===== src/rtl/vfs_pkg.sv =====
package vfs_pkg;

    typedef enum logic [1:0] {
        PG_LOW,
        PG_WAIT,
        PG_HIGH
    } pg_state_e;

    typedef enum logic [1:0] {
        PR_RUN,
        PR_HICCUP_OFF,
        PR_RESTART,
        PR_LATCHED
    } prot_state_e;

    localparam logic [1:0] ADDR_STATUS = 2'd0;
    localparam logic [1:0] ADDR_MASK   = 2'd1;
    localparam logic [1:0] ADDR_RESP   = 2'd2;
    localparam logic [1:0] ADDR_LIMITS = 2'd3;

    localparam int BIT_OV = 7;
    localparam int BIT_UV = 6;

    localparam logic [1:0] MASK_RESET   = 2'b01;
    localparam logic [2:0] UV_CODE_RST  = 3'd5;
    localparam logic [2:0] OV_CODE_RST  = 3'd5;

    localparam int UV_BASE_PCT = 70;
    localparam int OV_BASE_PCT = 110;
    localparam int PCT_STEP    = 2;
    localparam int HYST_PCT    = 4;

    function automatic logic [6:0] uv_pct(input logic [2:0] code);
        return 7'(UV_BASE_PCT + PCT_STEP * int'(code));
    endfunction

    function automatic logic [6:0] ov_pct(input logic [2:0] code);
        return 7'(OV_BASE_PCT + PCT_STEP * int'(code));
    endfunction

endpackage


===== src/rtl/vfs_window_cmp.sv =====
module vfs_window_cmp #(
    parameter int SAMPLE_W = 12,
    parameter bit OVER     = 1'b0
) (
    input  logic                clk,
    input  logic                rst_n,
    input  logic                en,
    input  logic [SAMPLE_W-1:0] fb,
    input  logic [SAMPLE_W-1:0] refv,
    input  logic [6:0]          pct,
    output logic                cond
);
    import vfs_pkg::*;

    localparam int PW = SAMPLE_W + 7;

    logic [PW-1:0] fb_x;
    logic [PW-1:0] trip_x;
    logic [PW-1:0] rel_x;
    logic [6:0]    rel_pct;
    logic          trip;
    logic          release_ok;
    logic          cond_d;

    generate
        if (OVER) begin : g_over
            assign rel_pct    = pct - 7'(HYST_PCT);
            assign trip       = fb_x > trip_x;
            assign release_ok = fb_x < rel_x;
        end else begin : g_under
            assign rel_pct    = pct + 7'(HYST_PCT);
            assign trip       = fb_x < trip_x;
            assign release_ok = fb_x > rel_x;
        end
    endgenerate

    always_comb begin
        fb_x   = PW'(fb) * PW'(100);
        trip_x = PW'(refv) * PW'(pct);
        rel_x  = PW'(refv) * PW'(rel_pct);
        if (!en) begin
            cond_d = 1'b0;
        end else if (cond) begin
            cond_d = !release_ok;
        end else begin
            cond_d = trip;
        end
    end

    always_ff @(posedge clk or negedge rst_n) begin
        if (!rst_n) begin
            cond <= 1'b0;
        end else begin
            cond <= cond_d;
        end
    end

endmodule


===== src/rtl/vfs_pg_timer.sv =====
module vfs_pg_timer #(
    parameter int DELAY_CYC = 62500
) (
    input  logic clk,
    input  logic rst_n,
    input  logic fault,
    input  logic ss_active,
    output logic pg
);
    import vfs_pkg::*;

    localparam int CW = $clog2(DELAY_CYC + 1);
    localparam logic [CW-1:0] LAST = CW'(DELAY_CYC - 1);

    pg_state_e     state_q;
    pg_state_e     state_d;
    logic [CW-1:0] cnt_q;

    always_ff @(posedge clk or negedge rst_n) begin
        if (!rst_n) begin
            state_q <= PG_LOW;
        end else begin
            state_q <= state_d;
        end
    end

    always_comb begin
        state_d = state_q;
        unique case (state_q)
            PG_LOW: begin
                if (!fault && !ss_active) state_d = PG_WAIT;
            end
            PG_WAIT: begin
                if (fault || ss_active) state_d = PG_LOW;
                else if (cnt_q == LAST) state_d = PG_HIGH;
            end
            PG_HIGH: begin
                if (fault) state_d = PG_LOW;
            end
            default: state_d = PG_LOW;
        endcase
    end

    always_ff @(posedge clk or negedge rst_n) begin
        if (!rst_n) begin
            cnt_q <= '0;
        end else if (state_q == PG_WAIT) begin
            cnt_q <= cnt_q + 1'b1;
        end else begin
            cnt_q <= '0;
        end
    end

    always_comb begin
        pg = (state_q == PG_HIGH) && !fault;
    end

endmodule


===== src/rtl/vfs_regs.sv =====
module vfs_regs (
    input  logic       clk,
    input  logic       rst_n,
    input  logic       reg_wr,
    input  logic [1:0] reg_addr,
    input  logic [7:0] reg_wdata,
    input  logic       clear_faults,
    input  logic       uv_cond,
    input  logic       ov_cond,
    output logic [7:0] reg_rdata,
    output logic [1:0] status_q,
    output logic [1:0] mask_q,
    output logic       latch_mode,
    output logic [2:0] uv_code,
    output logic [2:0] ov_code
);
    import vfs_pkg::*;

    logic [1:0] clr_bits;
    logic [1:0] set_bits;

    always_comb begin
        clr_bits = '0;
        if (clear_faults) begin
            clr_bits = 2'b11;
        end else if (reg_wr && reg_addr == ADDR_STATUS) begin
            clr_bits = {reg_wdata[BIT_OV], reg_wdata[BIT_UV]};
        end
        set_bits = {ov_cond, uv_cond};
    end

    always_ff @(posedge clk or negedge rst_n) begin
        if (!rst_n) begin
            status_q   <= '0;
            mask_q     <= MASK_RESET;
            latch_mode <= 1'b0;
            uv_code    <= UV_CODE_RST;
            ov_code    <= OV_CODE_RST;
        end else begin
            status_q <= (status_q & ~clr_bits) | set_bits;
            if (reg_wr) begin
                unique case (reg_addr)
                    ADDR_MASK:   mask_q     <= {reg_wdata[BIT_OV], reg_wdata[BIT_UV]};
                    ADDR_RESP:   latch_mode <= reg_wdata[0];
                    ADDR_LIMITS: begin
                        uv_code <= reg_wdata[2:0];
                        ov_code <= reg_wdata[5:3];
                    end
                    default: ;
                endcase
            end
        end
    end

    always_comb begin
        reg_rdata = '0;
        unique case (reg_addr)
            ADDR_STATUS: begin
                reg_rdata[BIT_OV] = status_q[1];
                reg_rdata[BIT_UV] = status_q[0];
            end
            ADDR_MASK: begin
                reg_rdata[BIT_OV] = mask_q[1];
                reg_rdata[BIT_UV] = mask_q[0];
            end
            ADDR_RESP:   reg_rdata[0]   = latch_mode;
            ADDR_LIMITS: reg_rdata[5:0] = {ov_code, uv_code};
            default:     reg_rdata      = '0;
        endcase
    end

endmodule


===== src/rtl/vfs_prot_fsm.sv =====
module vfs_prot_fsm (
    input  logic       clk,
    input  logic       rst_n,
    input  logic       uv_cond,
    input  logic       ov_cond,
    input  logic [1:0] mask_q,
    input  logic       latch_mode,
    output logic       pwm_off,
    output logic       restart_req
);
    import vfs_pkg::*;

    prot_state_e state_q;
    prot_state_e state_d;
    logic        armed_fault;

    always_comb begin
        armed_fault = (ov_cond && !mask_q[1]) || (uv_cond && !mask_q[0]);
    end

    always_ff @(posedge clk or negedge rst_n) begin
        if (!rst_n) begin
            state_q <= PR_RUN;
        end else begin
            state_q <= state_d;
        end
    end

    always_comb begin
        state_d = state_q;
        unique case (state_q)
            PR_RUN: begin
                if (armed_fault) state_d = latch_mode ? PR_LATCHED : PR_HICCUP_OFF;
            end
            PR_HICCUP_OFF: begin
                if (!armed_fault) state_d = PR_RESTART;
            end
            PR_RESTART: state_d = PR_RUN;
            PR_LATCHED: state_d = PR_LATCHED;
            default:    state_d = PR_RUN;
        endcase
    end

    always_comb begin
        pwm_off     = 1'b0;
        restart_req = 1'b0;
        unique case (state_q)
            PR_RUN:        ;
            PR_HICCUP_OFF: pwm_off = 1'b1;
            PR_RESTART:    restart_req = 1'b1;
            PR_LATCHED:    pwm_off = 1'b1;
            default:       pwm_off = 1'b1;
        endcase
    end

endmodule


===== src/rtl/vout_fault_supervisor.sv =====
module vout_fault_supervisor #(
    parameter int SAMPLE_W     = 12,
    parameter int PG_DELAY_CYC = 62500
) (
    input  logic                clk,
    input  logic                rst_n,
    input  logic [SAMPLE_W-1:0] fb_sample,
    input  logic [SAMPLE_W-1:0] ref_code,
    input  logic                ss_active,
    input  logic                reg_wr,
    input  logic [1:0]          reg_addr,
    input  logic [7:0]          reg_wdata,
    output logic [7:0]          reg_rdata,
    input  logic                clear_faults,
    output logic                pg,
    output logic                alert_n,
    output logic                pwm_off,
    output logic                restart_req
);
    import vfs_pkg::*;

    logic       uv_cond;
    logic       ov_cond;
    logic [1:0] status_q;
    logic [1:0] mask_q;
    logic       latch_mode;
    logic [2:0] uv_code;
    logic [2:0] ov_code;

    vfs_window_cmp #(.SAMPLE_W(SAMPLE_W), .OVER(1'b0)) uv_cmp_i (
        .clk  (clk),
        .rst_n(rst_n),
        .en   (!ss_active),
        .fb   (fb_sample),
        .refv (ref_code),
        .pct  (uv_pct(uv_code)),
        .cond (uv_cond)
    );

    vfs_window_cmp #(.SAMPLE_W(SAMPLE_W), .OVER(1'b1)) ov_cmp_i (
        .clk  (clk),
        .rst_n(rst_n),
        .en   (1'b1),
        .fb   (fb_sample),
        .refv (ref_code),
        .pct  (ov_pct(ov_code)),
        .cond (ov_cond)
    );

    vfs_pg_timer #(.DELAY_CYC(PG_DELAY_CYC)) pg_i (
        .clk      (clk),
        .rst_n    (rst_n),
        .fault    (uv_cond || ov_cond),
        .ss_active(ss_active),
        .pg       (pg)
    );

    vfs_regs regs_i (
        .clk         (clk),
        .rst_n       (rst_n),
        .reg_wr      (reg_wr),
        .reg_addr    (reg_addr),
        .reg_wdata   (reg_wdata),
        .clear_faults(clear_faults),
        .uv_cond     (uv_cond),
        .ov_cond     (ov_cond),
        .reg_rdata   (reg_rdata),
        .status_q    (status_q),
        .mask_q      (mask_q),
        .latch_mode  (latch_mode),
        .uv_code     (uv_code),
        .ov_code     (ov_code)
    );

    vfs_prot_fsm prot_i (
        .clk        (clk),
        .rst_n      (rst_n),
        .uv_cond    (uv_cond),
        .ov_cond    (ov_cond),
        .mask_q     (mask_q),
        .latch_mode (latch_mode),
        .pwm_off    (pwm_off),
        .restart_req(restart_req)
    );

    assign alert_n = ~|status_q;

endmodule


===== config.mk =====
export PLATFORM = sky130hd
export DESIGN_NAME = vout_fault_supervisor
export DESIGN_NICKNAME = d
export VERILOG_FILES = /design/src/rtl/vfs_pkg.sv /design/src/rtl/vfs_window_cmp.sv /design/src/rtl/vfs_pg_timer.sv /design/src/rtl/vfs_regs.sv /design/src/rtl/vfs_prot_fsm.sv /design/src/rtl/vout_fault_supervisor.sv
export SDC_FILE = /design/constraint.sdc
export NUM_CORES = 1
export LEC_CHECK = 0
export ABC_CLOCK_PERIOD_IN_PS = 9600
export BUFFER_PORTS_ARGS = -buffer_cell sky130_fd_sc_hd__buf_2
export CAP_MARGIN = 10
export CELL_PAD_IN_SITES_DETAIL_PLACEMENT = 0
export CELL_PAD_IN_SITES_GLOBAL_PLACEMENT = 1
export CORE_ASPECT_RATIO = 0.75
export CORE_MARGIN = 1
export CORE_UTILIZATION = 47
export DETAILED_ROUTE_END_ITERATION = 8
export GPL_TIMING_DRIVEN = 1
export PLACE_DENSITY_LB_ADDON = 0.1
export SLEW_MARGIN = 10
export SYNTH_ARGS = -nofsm -noshare
export SYNTH_HDL_FRONTEND = slang
export SYNTH_SLANG_ARGS = --single-unit

===== constraint.sdc =====
create_clock -name clk -period 9.6 [get_ports clk]
set_input_delay 0.96 -clock clk [delete_from_list [all_inputs] [get_ports clk]]
set_output_delay 0.96 -clock clk [all_outputs]
set_load 0.005 [all_outputs]

Word-level counts from Yosys, hierarchy flattened
Cells that the tools add are included.

Output and inout bits: 12. Flip-flop bits (word level): 33.

Bitwise operators: 3. Equal/unequal tests: 14. $add $sub $neg: 5. Magnitude comparators: 4. Muxes and demuxes: 20. Multipliers: 5. Reductions and logical operators: 25.

Operators with widths (number): $mul A12 B7 Y19 (4); $gt A19 B19 Y1 (2); $lt A19 B19 Y1 (2); $mux W2 (9); $mul A12 B5 Y17 const B (1); $add A16 B1 Y16 const B (1); $eq A16 B16 Y1 const B (1); $mux W16 (1); $add A7 B4 Y7 const A (2); $eq A2 B2 Y1 const B (5); $pmux W2 S4 (1); $reduce_and A2 Y1 (4); $add A7 B3 Y7 const B (1); $logic_not A1 Y1 (7); $sub A7 B3 Y7 const B (1); $eq A2 B1 Y1 const B (3); $logic_not A2 Y1 (3); $ne A2 B1 Y1 const B (3); $pmux W2 S3 (1); $logic_and A1 B1 Y1 (5); $mux W1 (5); $mux W5 (1); $pmux W2 S2 (1); $reduce_or A2 Y1 (2); 8 further kinds (10).

Logic depth before layout (Yosys ltp)
Gate-level depths: netlist (run 1).

Word-level depth: 7. Depth in mapped cells: 30.

Hierarchy
Synthesis (run 1) repeated with hierarchy kept, for this count alone.

Cells, all modules: 1923. Area total of the unflattened synthesis: 16334.4 um^2.

By module, submodules not included: vfs_window_cmp (ov_cmp_i) (sequential area each 25.0 um^2, times used 1, area each 7330.8 um^2, cells each 877); vfs_window_cmp (uv_cmp_i) (sequential area each 25.0 um^2, times used 1, area each 7288.2 um^2, cells each 881); vfs_pg_timer (sequential area each 450.4 um^2, times used 1, area each 865.8 um^2, cells each 90); vfs_regs (sequential area each 281.5 um^2, times used 1, area each 563.0 um^2, cells each 41); vfs_prot_fsm (sequential area each 50.0 um^2, times used 1, area each 186.4 um^2, cells each 17); vout_fault_supervisor (sequential area each 0.0 um^2, times used 1, area each 100.1 um^2, cells each 17).

Worst setup path after synthesis (run 1)
OpenSTA, ideal clock, no wires.

Kind: reg-to-reg. Start: register regs_i.uv_code[0]. End: register uv_cmp_i.cond. Setup time: 0.069 ns. Stages on the path, launching flop included: 30. Clock period less this slack: 6.729 ns. Data arrival time: 6.660 ns. Path slack: 2.871 ns. Required time: 9.531 ns. Cell sequence: dfstp_2 clkbuf_1 inv_1 ha_1 inv_1 clkbuf_1 ha_1 xor2_1 clkbuf_1 nand2_1 fa_1 inv_1 fa_1 inv_1 fa_1 inv_1 ha_1 ha_1 o21ai_1 o21ai_2 a31oi_4 a21oi_2 and4_1 or3_1 ha_1 nand4_1 a21oi_1 o41ai_1 nand3b_1 nand3_1.

Cells in the longest elaborated chain, start to end: 7.

Ends and longest elaborated chain: from (decl) (RTL line vfs_regs.sv:14) `output logic [2:0] uv_code,`; from (signal assigned) (RTL line vfs_regs.sv:46) `uv_code <= reg_wdata[2:0];`; $add A7 B4 Y7 * (RTL line vfs_pkg.sv:34) `return 7'(UV_BASE_PCT + PCT_STEP * int'(code));`; $add A7 B3 Y7 (RTL line vfs_window_cmp.sv:31) `assign rel_pct = pct + 7'(HYST_PCT);`; $mul A12 B7 Y19 (RTL line vfs_window_cmp.sv:40) `rel_x = PW'(refv) * PW'(rel_pct);`; $gt A19 B19 Y1 (RTL line vfs_window_cmp.sv:33) `assign release_ok = fb_x > rel_x;`; $logic_not A1 Y1 (RTL line vfs_window_cmp.sv:44) `cond_d = !release_ok;`; $mux W1 * (RTL line vfs_window_cmp.sv:43) `end else if (cond) begin`; $mux W1 * (RTL line vfs_window_cmp.sv:41) `if (!en) begin`; named net uv_cmp_i.cond_d (RTL line vfs_window_cmp.sv:23) `logic cond_d;`; to (signal assigned) (RTL line vfs_window_cmp.sv:54) `cond <= cond_d;`; to (decl) (RTL line vfs_window_cmp.sv:11) `output logic cond`.

Mark *: on every way through the listed nets, which the timed path passes. The rest lies on a longest branch. A chain may end at the register's enable or synchronous reset.

Worst setup path in the final report (run 1)
Ends and elaborated chain as after synthesis.

==> flow_summary.json, run 1 <==
{
  "worstSkewPairLatency_ps": 300,
  "drv.max_cap_violation_count": 0,
  "postSynthNetCount": 1898,
  "crit_path_top_delay_cell": "xor2_1",
  "synth_mux_area_share_pct": 1.20,
  "grt_util_all_layers_pct": 24.8,
  "maxClockFrequency_mhz": 120,
  "cts_post_setup_buffers_inserted": 0,
  "synth_enable_flop_cells": 0,
  "global_route_wire_length_before_repair_um": 51900,
  "clock-skew-final_ps": 14.5,
  "fin_hold_viols": 0,
  "die-width_um": 192,
  "finalCriticalPeriod_ps": 8360,
  "detailedRoute.firstIterationViolations": 696,
  "syn_to_final_growth_pct": 6.03,
  "timing.critical_path.buf_inv": 4,
  "detailedRoute.firstPassIterationCount": 5,
  "grt_overflow": 0,
  "floorplan.initialDensity_pct": 48.3,
  "placementRows": 51,
  "avgRoutedWirePerCell_um": 18.4,
  "cts_buffer_depth": 2,
  "worst_setup_hold_path_clk_slew_ps": 70,
  "total_inserted_antenna_cells": 0,
  "yosysTopAreaCellShare_pct": 28.2,
  "viasPerCell": 5.41,
  "netlist_top_cells_count": "ha_1 (285), inv_1 (216), fa_1 (158)",
  "dieHeight_um": 144,
  "antenna_violations_before_repair": 0,
  "fillerInstances": 2555,
  "synth_area_leaders": "ha_1 (28%), fa_1 (25%), inv_1 (6.4%), dfrtp_1 (5.5%), nor2_1 (3.6%)",
  "adder_cell_share_of_the_synthesized_area_pct": 53.1,
  "synth_compound_gate_area_share_pct": 11.0,
  "yosys_warnings": 0,
  "clock_sinks": 33,
  "crit_path_end_kind": "flip-flop",
  "worstSetupStartpointType": "flip-flop",
  "synth_xor_area_share_pct": 4.98,
  "synth-seq-cells": 33,
  "dp_hpwl_um": 27400,
  "tns_ps": 0,
  "path_max_fanout": 15,
  "place.port_buffers": 50,
  "die_area_sq_mm": 0.0276,
  "num_io_pins": 51,
  "fin_max_slew_vios": 0,
  "synthesis.instances": 1416,
  "cts_buffers": 5,
  "drtAntennaViolNets": 0,
  "slew_headroom_pct": 25.5,
  "crit_type": "flip-flop to flip-flop",
  "via_count": 9725,
  "syn_area_sq_mm": 0.0127,
  "synth_async_reset_ratio_pct": 100,
  "timing.final.setup_violations": 0,
  "cts.htree.levels": 2,
  "cts_resized": 0,
  "fp.coreArea_sq_mm": 0.0262,
  "rsz0062_at_grt": "no",
  "yosysMostFrequentCell": "ha_1",
  "wl_um": 33000,
  "main_combinational_cell_family_by_area_after_synthesis": "adder cells",
  "synth_simple_gate_area_share_pct": 15.8,
  "critPathMaxStageDelay_ps": 870,
  "cp.required_ps": 9780,
  "run_status": "complete, no violations",
  "vias_in_the_first_global_route": 9005,
  "drive_gt1_share_pct": 6.27,
  "grt_start_max_net_pins": 34,
  "yosys.cell_types.count": 65,
  "synth-seq-area-share_pct": 6.57,
  "finalNetCount": 1933,
  "tightestPinTransition_ps": 1110,
  "cts-hold-fix-buffers": 0,
  "routabilityCongestion": 0.866,
  "layout_worst_path_cycle_share_pct": 87.0,
  "remaining_drc_errors": 0,
  "cp_data_arrival_time_ps": 8530,
  "synth_area_leader_cell": "ha_1",
  "syn_area_per_cell_sq_um": 8.95,
  "hold_class": "flip-flop to flip-flop",
  "cts-root-buf": "clkbuf_16",
  "tritoncts": "done",
  "worst_path_dominant_cell_family": "adder cells",
  "synth_top_flop_cell": "dfrtp_1"
}
[stage by stage]
stage               cell area (sq um)  hold WS [ps]  std cells  util [%]  setup slack, ps
global placement                13300           513       1788      50.6             1380
global route                    13400           545       1796      51.2              767
finish                          13400           519       1796      51.2             1240
detailed placement              13300           508       1788      50.6             1280
CTS                             13400           518       1796      51.2             1270
floorplan                       12700           475       1416         -             2870
[cell type report]
cell class,count,area (sq um),share of cell area [%]
tap,344,430,3.20
clock buffer,5,125,0.932
inverter,223,837,6.23
clock inverter,3,17.5,0.130
sequential,33,832,6.19
timing repair buffer,53,273,2.03
multi-input combinational,1135,10900,81.3
[cell families (layout without fill, tap and decap cells)]
group                      after synthesis  count (layout)
AOI/OAI and AO/OA                      209             209
xor gates and xnor gates                72              72
adders and majority gates              443             443
buffers and inverters                  248             284
DFF                                     33              33
muxes                                   14              14
and+or+nand+nor                        397             397
[metal layers]
| layer | routed length (um) | share of wire [%] | track usage, % | vias to the layer above |
|---|---|---|---|---|
| li1 | - | - | - | 4826 |
| met1 | 18900 | 57 | 42.8 | 4654 |
| met2 | 12200 | 37 | 32.8 | 235 |
| met3 | 1710 | 5.2 | 2.40 | 10 |
| met4 | 160 | 0.48 | 2.51 | 0 |
| met5 | 0 | 0 | 0 | - |
[worst paths after layout]
kind / start / to / slack, ps / cells after the start
min: pg_i.cnt_q[0] / pg_i.cnt_q[0] / 520 / 1
min reg2reg: pg_i.cnt_q[0] / pg_i.cnt_q[0] / 520 / 1
min in group asynchronous: rst_n / prot_i.state_q[1] / 760 / 1
max: regs_i.uv_code[0] / uv_cmp_i.cond / 1240 / 26
max in group asynchronous: rst_n / pg_i.state_q[1] / 8310 / 1
max reg2reg: regs_i.uv_code[0] / uv_cmp_i.cond / 1240 / 26
[flip-flops by register name, indices dropped and copies added, names as in the netlist]
name               cells
regs_i.mask_q          2
regs_i.status_q        2
pg_i.state_q           2
regs_i.uv_code         3
uv_cmp_i.cond          1
ov_cmp_i.cond          1
pg_i.cnt_q            16
regs_i.ov_code         3
regs_i.latch_mode      1
prot_i.state_q         2
[cells in the final DEF (no fill, tap or decap), drive strengths merged, types with 4 or more instances in the layout]
cell type	instances
a211o	4
a211oi	9
a21o	27
a21oi	62
a31oi	11
and2	72
and3	18
and4	4
buf	53
clkbuf	5
clkinv	9
dfrtp	28
dfstp	5
fa	158
ha	285
inv	216
mux2	9
mux2i	5
nand2	55
nand2b	14
nand3	29
nand4	15
nor2	124
nor2b	21
nor3	24
o211ai	10
o21a	11
o21ai	38
o21bai	7
or3	5
xnor2	28
xor2	44
Power of run 1 is left out: the tool's default activity adds up to more than one toggle a clock period on the data nets, which glitch-free logic cannot reach.
==> run 2, diff against run 1 <==
ABC_CLOCK_PERIOD_IN_PS = 6900   (was 9600)
CORE_UTILIZATION = 46   (was 47)
MAX_ROUTING_LAYER = met4   (was not set)
clock period = 6.9 ns   (was 9.6 ns; I/O delays follow)
==> run 2 against run 1 <==
Effect of this change:
- register-to-register slack lost 910 ps
- count of clock-buffer cells in the layout is the same
- critical endpoint unchanged
- sequential share of layout area shrank 0.21 points
- core utilization grew 0.29 points
- largest cell class unchanged
==> flow_summary.json, run 2 (synthesized netlist as in run 1, its figures left out) <==
{
  "drv.max_cap_violation_count": 0,
  "cts-root-buf": "clkbuf_16",
  "worst-r2r-cell-count": 26,
  "drtAntennaViolNets": 0,
  "fillerInstances": 2599,
  "final_cell_mix": "ha_1 (284), inv_1 (215), fa_1 (158)",
  "clock-skew-final_ps": 11.5,
  "slew_headroom_pct": 42.7,
  "syn_to_final_growth_pct": 9.79,
  "placementRows": 52,
  "run_status": "complete, no violations",
  "detailedRoute.firstIterationViolations": 685,
  "antenna_violations_before_repair": 0,
  "reg2reg_slack_ps": 330,
  "drive_gt1_share_pct": 9.99,
  "finalNetCount": 1992,
  "tightestPinTransition_ps": 860,
  "fin_max_slew_vios": 0,
  "vias_in_the_first_global_route": 9686,
  "tns_ps": 0,
  "grt_start_max_net_pins": 34,
  "total_inserted_antenna_cells": 0,
  "worstSkewPairLatency_ps": 300,
  "cts_resized": 0,
  "cts.htree.levels": 2,
  "layout.cells.most_common": "ha_1",
  "cts-hold-fix-buffers": 0,
  "place.port_buffers": 50,
  "global_route_wire_length_before_repair_um": 55100,
  "die_area_sq_mm": 0.0282,
  "die-width_um": 194,
  "worstSetupStartpointType": "flip-flop",
  "cp.required_ps": 7140,
  "remaining_drc_errors": 0,
  "floorplan.initialDensity_pct": 46.9,
  "largest_register_ffs": 16,
  "finalCriticalPeriod_ps": 6570,
  "num_io_pins": 51,
  "cts_buffer_depth": 2,
  "maxClockFrequency_mhz": 152,
  "fp.coreArea_sq_mm": 0.0270,
  "dieHeight_um": 146,
  "wl_um": 33800,
  "via_count": 9918,
  "grt_overflow": 0,
  "viasPerCell": 5.33,
  "largest_registers": "pg_i.cnt_q (16), regs_i.ov_code (3), regs_i.uv_code (3)",
  "grt_util_all_layers_pct": 25.9,
  "clock_sinks": 33,
  "timing.rr.start": "regs_i.uv_code[0]",
  "cts_buffers": 5,
  "fin_hold_viols": 0,
  "crit_type": "flip-flop to flip-flop",
  "timing.final.setup_violations": 0,
  "avgRoutedWirePerCell_um": 18.1,
  "path_max_fanout": 12,
  "worstReg2RegEnd": "uv_cmp_i.cond",
  "routabilityCongestion": 0.876,
  "tritoncts": "done",
  "layout_worst_path_cycle_share_pct": 95.2,
  "cts_post_setup_buffers_inserted": 0,
  "regMostFlops": "pg_i.cnt_q",
  "cp_data_arrival_time_ps": 6810,
  "hold_class": "primary input to async pin",
  "dp_hpwl_um": 28500,
  "crit_path_end_kind": "flip-flop",
  "detailedRoute.firstPassIterationCount": 5,
  "worst_setup_hold_path_clk_slew_ps": 70,
  "rsz0062_at_grt": "no"
}
-- run 2: changes by cell type in the layout (fill, tap and decap cells not counted) --
cell       previous run  this run
buf_4                 3        62
bufinv_16             0         1
clkinv_2              2         0
clkinv_4              0         1
ha_1                285       284
ha_2                  0         1
inv_1               216       215
inv_2                 0         1
xnor2_1              27        28
xnor2_2               1         0
-- run 2: critical path, stage by stage (launching register included) --
cell and delay [ps]:
dfstp_2 530, inv_1 50, ha_1 210, xnor2_1 180
buf_4 220, ha_2 190, xor2_1 210, buf_4 230
nand2_1 80, fa_1 470, fa_1 510, fa_1 540
inv_1 40, ha_1 290, ha_1 360, a21o_1 200
a21o_1 210, a31oi_4 220, a21oi_2 110, and4_1 200
or3_1 370, ha_1 300, nand4_1 140, a21oi_1 70
o41ai_1 330, nand3b_1 160, nand3_1 90
-- run 2: metal layers --
layer | vias up | share of wire (%) | track usage [%]
met2 | 239 | 38 | 33.0
met4 | 0 | 0.74 | 2.76
met5 | - | 0 | -
met3 | 15 | 5.5 | 3.48
met1 | 4718 | 56 | 42.8
li1 | 4946 | - | -
-- run 2: layout make-up --
class / count / area [sq um] / area share (%)
well taps: 351 / 439 / 3.16
clock inverters: 3 / 46.3 / 0.333
flip-flops and latches: 33 / 832 / 5.98
clock buffers: 5 / 125 / 0.900
repair buffers: 112 / 716 / 5.15
inverters: 223 / 837 / 6.02
multi-input cells: 1135 / 10900 / 78.5
-- run 2: how the worst max path moves through the flow --
stage / start / to / slack (ps) / cells past startpoint
6_report: regs_i.uv_code[0] / uv_cmp_i.cond / 330 / 26
4_1_cts: regs_i.uv_code[0] / uv_cmp_i.cond / 310 / 24
3_5_place_dp: regs_i.uv_code[0] / uv_cmp_i.cond / 330 / 24
5_1_grt: regs_i.uv_code[0] / uv_cmp_i.cond / 1 / 26
3_3_place_gp: ref_code[5] / uv_cmp_i.cond / 520 / 25
2_1_floorplan: regs_i.uv_code[0] / uv_cmp_i.cond / 170 / 29
-- run 2: through the flow --
stage | hold slack (ps) | setup WS [ps] | instances | cell area (sq um) | utilization (%)
finish | 505 | 334 | 1862 | 13900 | 51.5
global route | 560 | 1.11 | 1862 | 13900 | 51.5
CTS | 532 | 312 | 1862 | 13900 | 51.5
detailed placement | 536 | 334 | 1854 | 13700 | 50.9
global placement | 524 | 520 | 1854 | 13700 | 50.9
floorplan | 394 | 171 | 1416 | 12700 | -
Power of run 2 is left out for the same reason.
